`src/rtl/xps_pkg.sv`:
```
package xps_pkg;

    localparam int ADDR_W_DEF = 32;

    typedef enum logic [1:0] {
        RK_LOAD   = 2'd0,
        RK_FETCH  = 2'd1,
        RK_STORE  = 2'd2,
        RK_ATOMIC = 2'd3
    } req_kind_e;

    typedef enum logic [2:0] {
        EV_LOAD      = 3'd0,
        EV_FETCH     = 3'd1,
        EV_STORE     = 3'd2,
        EV_L1_TO_L2  = 3'd3,
        EV_L2_REPL   = 3'd4,
        EV_L2_TO_DL1 = 3'd5,
        EV_L2_TO_IL1 = 3'd6
    } evt_e;

    localparam int N_SIDES  = 2;
    localparam int SIDE_D   = 0;
    localparam int SIDE_I   = 1;
    localparam int N_ARRAYS = 3;

    typedef struct packed {
        logic hit;
        logic free;
    } l1_stat_t;

    function automatic logic is_fetch(req_kind_e k);
        return k == RK_FETCH;
    endfunction

    function automatic evt_e plain_event(req_kind_e k);
        case (k)
            RK_LOAD:  return EV_LOAD;
            RK_FETCH: return EV_FETCH;
            default:  return EV_STORE;
        endcase
    endfunction

    function automatic evt_e fill_event(req_kind_e k);
        return is_fetch(k) ? EV_L2_TO_IL1 : EV_L2_TO_DL1;
    endfunction

endpackage

```
`src/rtl/xps_side_mux.sv`:
```
module xps_side_mux
    import xps_pkg::*;
#(
    parameter int ADDR_W = ADDR_W_DEF
) (
    input  logic              fetch,
    input  l1_stat_t          il1_stat,
    input  logic [ADDR_W-1:0] il1_victim,
    input  l1_stat_t          dl1_stat,
    input  logic [ADDR_W-1:0] dl1_victim,
    output l1_stat_t          own_stat,
    output logic [ADDR_W-1:0] own_victim,
    output logic              opp_hit
);
    l1_stat_t          stat_a [N_SIDES];
    logic [ADDR_W-1:0] vic_a  [N_SIDES];

    assign stat_a[SIDE_D] = dl1_stat;
    assign stat_a[SIDE_I] = il1_stat;
    assign vic_a[SIDE_D]  = dl1_victim;
    assign vic_a[SIDE_I]  = il1_victim;

    logic [N_SIDES-1:0] sel_own;
    logic [N_SIDES-1:0] opp_hits;

    for (genvar s = 0; s < N_SIDES; s++) begin : g_side
        assign sel_own[s]  = (s == SIDE_I) ? fetch : !fetch;
        assign opp_hits[s] = !sel_own[s] && stat_a[s].hit;
    end

    always_comb begin
        own_stat   = '0;
        own_victim = '0;
        for (int s = 0; s < N_SIDES; s++) begin
            if (sel_own[s]) begin
                own_stat   = stat_a[s];
                own_victim = vic_a[s];
            end
        end
    end

    assign opp_hit = |opp_hits;
endmodule

```
`src/rtl/xps_decide.sv`:
```
module xps_decide
    import xps_pkg::*;
#(
    parameter int ADDR_W = ADDR_W_DEF
) (
    input  req_kind_e         kind,
    input  logic [ADDR_W-1:0] req_addr,
    input  l1_stat_t          own_stat,
    input  logic [ADDR_W-1:0] own_victim,
    input  logic              opp_hit,
    input  logic              l2_hit,
    input  logic              l2_free_req,
    input  logic [ADDR_W-1:0] l2_victim_req,
    input  logic              l2_free_l1v,
    input  logic [ADDR_W-1:0] l2_victim_l1v,
    output evt_e              code,
    output logic [ADDR_W-1:0] addr
);
    always_comb begin
        code = plain_event(kind);
        addr = req_addr;
        if (opp_hit) begin
            // line in the wrong L1: push it down first
            if (l2_free_req) begin
                code = EV_L1_TO_L2;
                addr = req_addr;
            end else begin
                code = EV_L2_REPL;
                addr = l2_victim_req;
            end
        end else if (own_stat.hit) begin
            code = plain_event(kind);
            addr = req_addr;
        end else if (own_stat.free) begin
            code = l2_hit ? fill_event(kind) : plain_event(kind);
            addr = req_addr;
        end else if (l2_free_l1v) begin
            code = EV_L1_TO_L2;
            addr = own_victim;
        end else begin
            code = EV_L2_REPL;
            addr = l2_victim_l1v;
        end
    end
endmodule

```
`src/rtl/xps_hold.sv`:
```
module xps_hold
    import xps_pkg::*;
#(
    parameter int ADDR_W = ADDR_W_DEF
) (
    input  logic              clk,
    input  logic              rst,
    input  logic              load,
    input  evt_e              d_code,
    input  logic [ADDR_W-1:0] d_addr,
    input  logic              ready,
    output logic              q_valid,
    output evt_e              q_code,
    output logic [ADDR_W-1:0] q_addr
);
    always_ff @(posedge clk) begin
        if (rst) begin
            q_valid <= 1'b0;
            q_code  <= EV_LOAD;
            q_addr  <= '0;
        end else if (q_valid) begin
            if (ready) q_valid <= 1'b0;
        end else if (load) begin
            q_valid <= 1'b1;
            q_code  <= d_code;
            q_addr  <= d_addr;
        end
    end
endmodule

```
`src/rtl/excl_place_sel.sv`:
```
module excl_place_sel
    import xps_pkg::*;
#(
    parameter int ADDR_W = ADDR_W_DEF
) (
    input  logic              clk,
    input  logic              rst,
    input  logic              req_valid,
    input  logic [1:0]        req_kind,
    input  logic [ADDR_W-1:0] req_addr,
    input  logic              il1_hit,
    input  logic              il1_free,
    input  logic [ADDR_W-1:0] il1_victim,
    input  logic              dl1_hit,
    input  logic              dl1_free,
    input  logic [ADDR_W-1:0] dl1_victim,
    input  logic              l2_hit,
    input  logic              l2_free_req,
    input  logic [ADDR_W-1:0] l2_victim_req,
    input  logic              l2_free_l1v,
    input  logic [ADDR_W-1:0] l2_victim_l1v,
    output logic              evt_valid,
    output logic [2:0]        evt_code,
    output logic [ADDR_W-1:0] evt_addr,
    input  logic              evt_ready,
    output logic              err
);
    localparam int CNT_W = $clog2(N_ARRAYS + 1);

    req_kind_e         kind;
    l1_stat_t          il1_stat, dl1_stat, own_stat;
    logic [ADDR_W-1:0] own_victim;
    logic              opp_hit;
    evt_e              dec_code, held_code;
    logic [ADDR_W-1:0] dec_addr;
    logic [N_ARRAYS-1:0] present;
    logic [CNT_W-1:0]  n_present;
    logic              multi;
    logic              load;

    assign kind     = req_kind_e'(req_kind);
    assign il1_stat = '{hit: il1_hit, free: il1_free};
    assign dl1_stat = '{hit: dl1_hit, free: dl1_free};

    assign present = {l2_hit, dl1_hit, il1_hit};

    always_comb begin
        n_present = '0;
        for (int a = 0; a < N_ARRAYS; a++) n_present = n_present + CNT_W'(present[a]);
    end

    assign multi = n_present > CNT_W'(1);
    assign load  = req_valid && !multi;

    xps_side_mux #(.ADDR_W(ADDR_W)) side_i (
        .fetch      (is_fetch(kind)),
        .il1_stat   (il1_stat),
        .il1_victim (il1_victim),
        .dl1_stat   (dl1_stat),
        .dl1_victim (dl1_victim),
        .own_stat   (own_stat),
        .own_victim (own_victim),
        .opp_hit    (opp_hit)
    );

    xps_decide #(.ADDR_W(ADDR_W)) dec_i (
        .kind          (kind),
        .req_addr      (req_addr),
        .own_stat      (own_stat),
        .own_victim    (own_victim),
        .opp_hit       (opp_hit),
        .l2_hit        (l2_hit),
        .l2_free_req   (l2_free_req),
        .l2_victim_req (l2_victim_req),
        .l2_free_l1v   (l2_free_l1v),
        .l2_victim_l1v (l2_victim_l1v),
        .code          (dec_code),
        .addr          (dec_addr)
    );

    xps_hold #(.ADDR_W(ADDR_W)) hold_i (
        .clk     (clk),
        .rst     (rst),
        .load    (load),
        .d_code  (dec_code),
        .d_addr  (dec_addr),
        .ready   (evt_ready),
        .q_valid (evt_valid),
        .q_code  (held_code),
        .q_addr  (evt_addr)
    );

    assign evt_code = held_code;

    always_ff @(posedge clk) begin
        if (rst) err <= 1'b0;
        else     err <= req_valid && multi;
    end
endmodule

```
`config.mk`:
```
export PLATFORM = sky130hd
export DESIGN_NAME = excl_place_sel
export DESIGN_NICKNAME = d
export VERILOG_FILES = /design/src/rtl/xps_pkg.sv /design/src/rtl/xps_side_mux.sv /design/src/rtl/xps_decide.sv /design/src/rtl/xps_hold.sv /design/src/rtl/excl_place_sel.sv
export SDC_FILE = /design/constraint.sdc
export NUM_CORES = 1
export LEC_CHECK = 0
export BUFFER_PORTS_ARGS = -buffer_cell sky130_fd_sc_hd__buf_2
export CAP_MARGIN = 20
export CORE_ASPECT_RATIO = 1.75
export CORE_MARGIN = 2
export CORE_UTILIZATION = 26
export CTS_CLUSTER_DIAMETER = 200
export DETAILED_ROUTE_END_ITERATION = 10
export PLACE_DENSITY = 0.6
export RECOVER_POWER = 100
export SLEW_MARGIN = 15
export SYNTH_ARGS = -nofsm -noshare
export SYNTH_HDL_FRONTEND = slang
export SYNTH_SLANG_ARGS = --single-unit
```
`constraint.sdc`:
```
create_clock -name clk -period 3.5 [get_ports clk]
set_input_delay 0.525 -clock clk [delete_from_list [all_inputs] [get_ports clk]]
set_output_delay 0.525 -clock clk [all_outputs]
set_load 0.02 [all_outputs]
```
Yosys cells after proc, flatten, opt, wreduce, memory -nomap -nowiden
Index checks and enable logic that the tools add are counted.
Word-level totals
  register bits: 37
  input port bits: 173
  output and inout bits: 37
  word-level logic and storage cells: 36
Operators by class
  add/subtract/negate cells: 2
  order comparisons: 1
  eq/ne operators: 1
  mux-type cells: 18
  bitwise gates (word level): 1
  reductions and logical operators: 9
Operators by type and width (number)
  2-to-1 mux 32 bit: 6
  2-to-1 mux 3 bit: 6
  logical AND 1 bit: 4
  2-to-1 mux 2 bit: 2
  case mux 2 bit (2 select lines): 1
  2-to-1 mux 1 bit: 3
  adder 1 x 1 -> 2 bit: 1
  adder 2 x 1 -> 2 bit: 1
  equality test 2 x 1 -> 1 bit, second input constant: 1
  > comparator 2 x 1 -> 1 bit, second input constant: 1
  logical NOT 1 bit: 2
  logical NOT 2 bit: 1
  AND reduction 2 bit: 1
  OR reduction 2 bit: 1
  inverter 1 bit: 1

Logic depth before layout (Yosys ltp)
  depth in word-level cells: 7
  depth in mapped cells: 8
  depth with buffers taken out: 6

Cells and area by module
A second synthesis with hierarchy kept.
Unflattened totals
  cells, all modules: 341
  area, all modules: 3253.1 µm²
Modules (own cells, without submodules)
  xps_hold: instances 1, cells an instance 161, area an instance 1616.6 µm², sequential area each 720.7 µm²
  xps_decide: instances 1, cells an instance 135, area an instance 997.2 µm², sequential area each 0.0 µm²
  xps_side_mux: instances 1, cells an instance 39, area an instance 578.1 µm², sequential area each 0.0 µm²
  excl_place_sel: instances 1, cells an instance 6, area an instance 61.3 µm², sequential area each 20.0 µm²

Least setup slack after synthesis
No wires, ideal clock.
  kind: input to register
  start point: input req_kind[1]
  end point: register hold_i.q_addr[10]
  library setup time: 0.134 ns
  data arrival time: 1.957 ns
  data required time: 3.366 ns
  setup slack: 1.409 ns
  stages on the path: 8
  buffers on the path: 3
  cells stage by stage: and2b_1 > buf_4 > mux2i_1 > or3_1 > buf_2 > buf_6 > a221oi_2 > a211oi_1
Between the ends
  word-level cells in the longest chain between the ends: 6
  elaborated cells on any way between the ends: 11
  those cells by class: eq/ne (1); mux (6); reduce/logical (4)
RTL lines
  start: declaration: RTL line excl_place_sel.sv:9  | input logic [1:0] req_kind,
  equality test 2 x 1 -> 1 bit *: RTL line xps_pkg.sv:33  | return k == RK_FETCH;
  2-to-1 mux 32 bit: RTL line xps_side_mux.sv:35  | if (sel_own[s]) begin
  2-to-1 mux 32 bit: RTL line xps_decide.sv:37  | end else if (l2_free_l1v) begin
  2-to-1 mux 32 bit: RTL line xps_decide.sv:34  | end else if (own_stat.free) begin
  2-to-1 mux 32 bit: RTL line xps_decide.sv:31  | end else if (own_stat.hit) begin
  2-to-1 mux 32 bit *: RTL line xps_decide.sv:22  | if (opp_hit) begin
  end signal: assignment: RTL line xps_hold.sv:26  | q_addr <= d_addr;
  end: declaration: RTL line xps_hold.sv:14  | output logic [ADDR_W-1:0] q_addr
Every way passes the cells marked *; elsewhere a longest branch is shown, timed or not.
A chain may end at the register's enable or synchronous reset.

Worst setup path after layout
  start point: input il1_hit
  end point: register hold_i.q_code[1]
Between the ends
  word-level cells in the longest chain between the ends: 6
  elaborated cells on any way between the ends: 11
  those cells by class: add/sub (2); order compare (1); mux (3); reduce/logical (5)
RTL lines
  start: declaration: RTL line excl_place_sel.sv:11  | input logic il1_hit,
  adder 1 x 1 -> 2 bit: RTL line excl_place_sel.sv:49  | for (int a = 0; a < N_ARRAYS; a++) n_present = n_present + CNT_W'(present[a]);
  adder 2 x 1 -> 2 bit: RTL line excl_place_sel.sv:49
  > comparator 2 x 1 -> 1 bit: RTL line excl_place_sel.sv:52  | assign multi = n_present > CNT_W'(1);
  logical NOT 1 bit: RTL line excl_place_sel.sv:53  | assign load = req_valid && !multi;
  logical AND 1 bit: RTL line excl_place_sel.sv:53
  AND reduction 2 bit (no source line)
  end signal: assignment: RTL line xps_hold.sv:25  | q_code <= d_code;
  end: declaration: RTL line xps_hold.sv:13  | output evt_e q_code,
Several ways; a longest one is shown, not always the timed one.

==> impl_table.tex <==
\begin{tabular}{lr}
\hline
Metric & Value \\
\hline
\multicolumn{2}{l}{\textbf{Run status}} \\
\quad Outcome & finished clean \\
\multicolumn{2}{l}{\textbf{Synth}} \\
\quad Post-synthesis instance area & 2778 µm² \\
\quad Number of distinct library cells after synthesis & 34 \\
\quad Synthesized Nets & 489 \\
\quad Share of async-settable or async-resettable flops after synthesis & 0\% \\
\quad Synthesized netlist cell count & 315 \\
\quad Post-synthesis sequential area ratio & 26.67\% \\
\quad Synth warnings & 0 \\
\quad Mean cell area of the mapped netlist & around 9 µm² \\
\quad Leading register cell type out of synthesis & sky130\_fd\_sc\_hd\_\_dfxtp\_1 \\
\quad Number of register bits inferred by synthesis & 37 \\
\quad Number of synthesized flops with an enable pin & 0 \\
\multicolumn{2}{l}{\textbf{Timing}} \\
\quad Final setup violation count & 0 \\
\quad Fin crit share & 74.39\% \\
\quad Hold Slack & approximately 480 ps \\
\quad Headroom to the max-slew limit & 41.82\% \\
\quad Min Tclk post-route & 2604 ps \\
\quad Top achievable clock speed & 384.1 MHz \\
\quad Transition at the pin with the smallest max-transition slack & just under 900 ps \\
\quad Unrepaired setup endpoints after global routing & false \\
\quad TNS Setup & 0 ps \\
\quad Number of max-slew violations in the final report & 0 \\
\quad Clock Skew & 4.915 ps \\
\quad Smallest setup slack after layout & 896.2 ps \\
\quad Hold Vio Cnt, Final & 0 \\
\multicolumn{2}{l}{\textbf{Floorplanning}} \\
\quad Die Area & about 12000 µm² \\
\quad Std-Cell Core Area & 10570 µm² \\
\quad Die Y & 140.7 µm \\
\quad I/O pin count & 210 \\
\quad Die width & 82.13 µm \\
\quad Starting density of the core & between 20\% and 30\% \\
\quad Count of standard-cell rows & 50 \\
\multicolumn{2}{l}{\textbf{Worst hold path}} \\
\quad Hold crit path type & reg -> reg \\
\multicolumn{2}{l}{\textbf{CTS}} \\
\quad Total CTS buffers & 5 \\
\quad Cell chosen for the clock root & sky130\_fd\_sc\_hd\_\_clkbuf\_16 \\
\quad Post-CTS Setup Repair Bufs & 0 \\
\quad Hold\_buf cts & 0 \\
\quad Clock Sinks & 37 \\
\quad Cells resized by post-CTS repair & 0 \\
\quad Clock latency on the worst-skew pair & $\sim$280 ps \\
\quad Buffer depth of the longest clock path & 2 \\
\quad CTS HTree Levels & 2 \\
\quad Worst-path clk slew & around 60 ps \\
\quad Clock tree from TritonCTS & built \\
\multicolumn{2}{l}{\textbf{Final layout}} \\
\quad Area Growth Syn to Fin & 39.64\% \\
\quad Design Area, Final & just under 4000 µm² \\
\quad Number of nets in the final layout & approximately 680 \\
\quad Share of cells above drive strength 1 & 39.13\% \\
\multicolumn{2}{l}{\textbf{Route}} \\
\quad Via count of the routed design & 3294 \\
\quad Drt initial violations & 131 \\
\quad DRC violations left & 0 \\
\quad WL per Instance & 17.80 µm \\
\quad Detailed-router iteration count before antenna repair & 4 \\
\quad Wirelength, routed & 11360 µm \\
\quad Antenna Violating Nets Remaining & 0 \\
\quad Drt via density & 5.163 \\
\multicolumn{2}{l}{\textbf{Place}} \\
\quad Input/output buffers & 209 \\
\quad Global placement routability congestion & 0.8514 \\
\quad Pre-CTS worst setup slack & roughly 760 ps \\
\quad Total half-perimeter wirelength after legalization and detailed placement & 8661 µm \\
\quad Area after DPL & about 3900 µm² \\
\multicolumn{2}{l}{\textbf{Global routing}} \\
\quad Combined global-route utilization of all metal layers & 18.73\% \\
\quad Vias in the first global route & 3354 \\
\quad First-pass GRT wire length & 16730 µm \\
\quad Residual overflow from global routing & 0 \\
\quad Initial antenna violation count & 2 \\
\quad Pin count of the biggest net entering global routing & 38 \\
\multicolumn{2}{l}{\textbf{Worst setup path}} \\
\quad Type of element capturing the critical path & register \\
\quad Max Fanout on Critical Path & 35 \\
\quad Worst path required time & 3710 ps \\
\quad Arrival time worst endpoint & 2810 ps \\
\quad Crit start category & primary input \\
\quad Class of the most critical setup path & in -> reg \\
\multicolumn{2}{l}{\textbf{Power and ir drop}} \\
\quad PD cells & 354.5 nW/µm² \\
\quad Clk pwr share & 32.0\% \\
\quad Seq pwr share & between 30\% and 40\% \\
\quad Leak & 0.001618 µW \\
\quad Portion of total power attributed to combinational logic & 32.9\% \\
\quad Power Internal & 909.7 µW \\
\quad IR Drop Worst-Case VDD & slightly below 200 µV \\
\quad Fraction of power spent switching nets & 33.84\% \\
\quad Net switching power & between 400 and 500 µW \\
\multicolumn{2}{l}{\textbf{Flow run}} \\
\quad Max-cap violations & 0 \\
\hline
\end{tabular}
## per-stage QoR
stage | cells | util, % | power (µW)
finish | 638 | 36.69 | 1375
detailed placement | 628 | 37.21 | 982.6
CTS | 636 | 38.52 | 1429
global route | 638 | 36.69 | 1448
global placement | 628 | 37.21 | 972.4
floorplan | 315 | - | 773.4
## worst max-delay path, cell delays in order
cell and delay (ps):
sky130_fd_sc_hd__clkbuf_1 360, sky130_fd_sc_hd__ha_1 320, sky130_fd_sc_hd__a21oi_1 260, sky130_fd_sc_hd__and3b_1 200, sky130_fd_sc_hd__clkbuf_2 670, sky130_fd_sc_hd__o2111ai_1 260
sky130_fd_sc_hd__a31oi_1 210
## registers in the layout, summed over array words and instances, names as in the netlist
signal	cells
err	1
hold_i.q_addr	32
hold_i.q_code	3
hold_i.q_valid	1
## synth_stat cells, drive strengths merged, types with 2 or more instances
cell type | number | share of area (%)
a21oi | 6 | 1.1
nor3 | 4 | 0.72
nor2 | 38 | 5.1
a211oi | 35 | 9.6
nor2b | 2 | 0.45
buf | 14 | 3.1
dfxtp | 37 | 27
and3b | 2 | 0.63
a221oi | 33 | 17
o21ai | 4 | 0.72
clkbuf | 20 | 2.7
o2bb2ai | 31 | 9.8
nand2 | 37 | 5.0
o211ai | 2 | 0.54
nand2b | 3 | 0.68
mux2i | 35 | 13
## final timing paths
kind | startpoint | to | slack [ps] | cells after the start
hold / removal | hold_i.q_code[1] | hold_i.q_code[1] | 480 | 2
setup / recovery | il1_hit | hold_i.q_code[1] | 900 | 7
hold reg to reg | hold_i.q_code[1] | hold_i.q_code[1] | 480 | 2
setup reg to reg | hold_i.q_valid | hold_i.q_code[1] | 1750 | 4
## placed cells by master, fill, tap and decap left out, types with 3 or more instances in the layout
cell                        instances
sky130_fd_sc_hd__clkbuf_16          5
sky130_fd_sc_hd__dfxtp_1           37
sky130_fd_sc_hd__a221oi_1          27
sky130_fd_sc_hd__o21ai_0            3
sky130_fd_sc_hd__buf_4              5
sky130_fd_sc_hd__clkbuf_1          39
sky130_fd_sc_hd__o2bb2ai_1         31
sky130_fd_sc_hd__nand2b_1           3
sky130_fd_sc_hd__nor3_1             4
sky130_fd_sc_hd__a211oi_1          34
sky130_fd_sc_hd__buf_2            171
sky130_fd_sc_hd__a221oi_2           6
sky130_fd_sc_hd__a21oi_1            6
sky130_fd_sc_hd__nor2_1            37
sky130_fd_sc_hd__nand2_1           37
sky130_fd_sc_hd__mux2i_1           35
## cells by family (layout without fill, tap and decap cells)
kind of cell	after synthesis	after routing	synth area share, %
compound gates	115	115	40.04
fa+ha+maj	1	1	0.4504
buf+inv	35	226	5.946
flops	37	37	26.67
mux	35	35	12.61
other cells	0	2	0
simple gates	92	92	14.28
## layout make-up
| class | instances | area, µm² |
|---|---|---|
| fillers | 1154 | 6694 |
| multi-input cells | 243 | 1747 |
| repair buffers | 217 | 1081 |
| flip-flops and latches | 37 | 740.7 |
| well taps | 130 | 162.7 |
| clock buffers | 6 | 128.9 |
| clock inverters | 2 | 10.01 |
| diodes | 2 | 5.005 |
| inverters | 1 | 3.754 |
## power groups by stage
stage / Sequential (µW) / Clock [µW] / Combinational, µW
2_1_floorplan: 536 / 0 / 238
3_3_place_gp: 488 / 0 / 485
3_5_place_dp: 490 / 0 / 493
4_1_cts: 481 / 455 / 494
5_1_grt: 486 / 467 / 494
6_report: 482 / 440 / 453
## metal layers
layer	up-vias	routed length [µm]	track usage [%]
li1	1606	-	-
met4	0	448	8.684
met3	28	541	2.433
met1	1544	4226	20.55
met5	-	0	0
met2	116	6142	34.23
(Power assumes the default switching activity.)
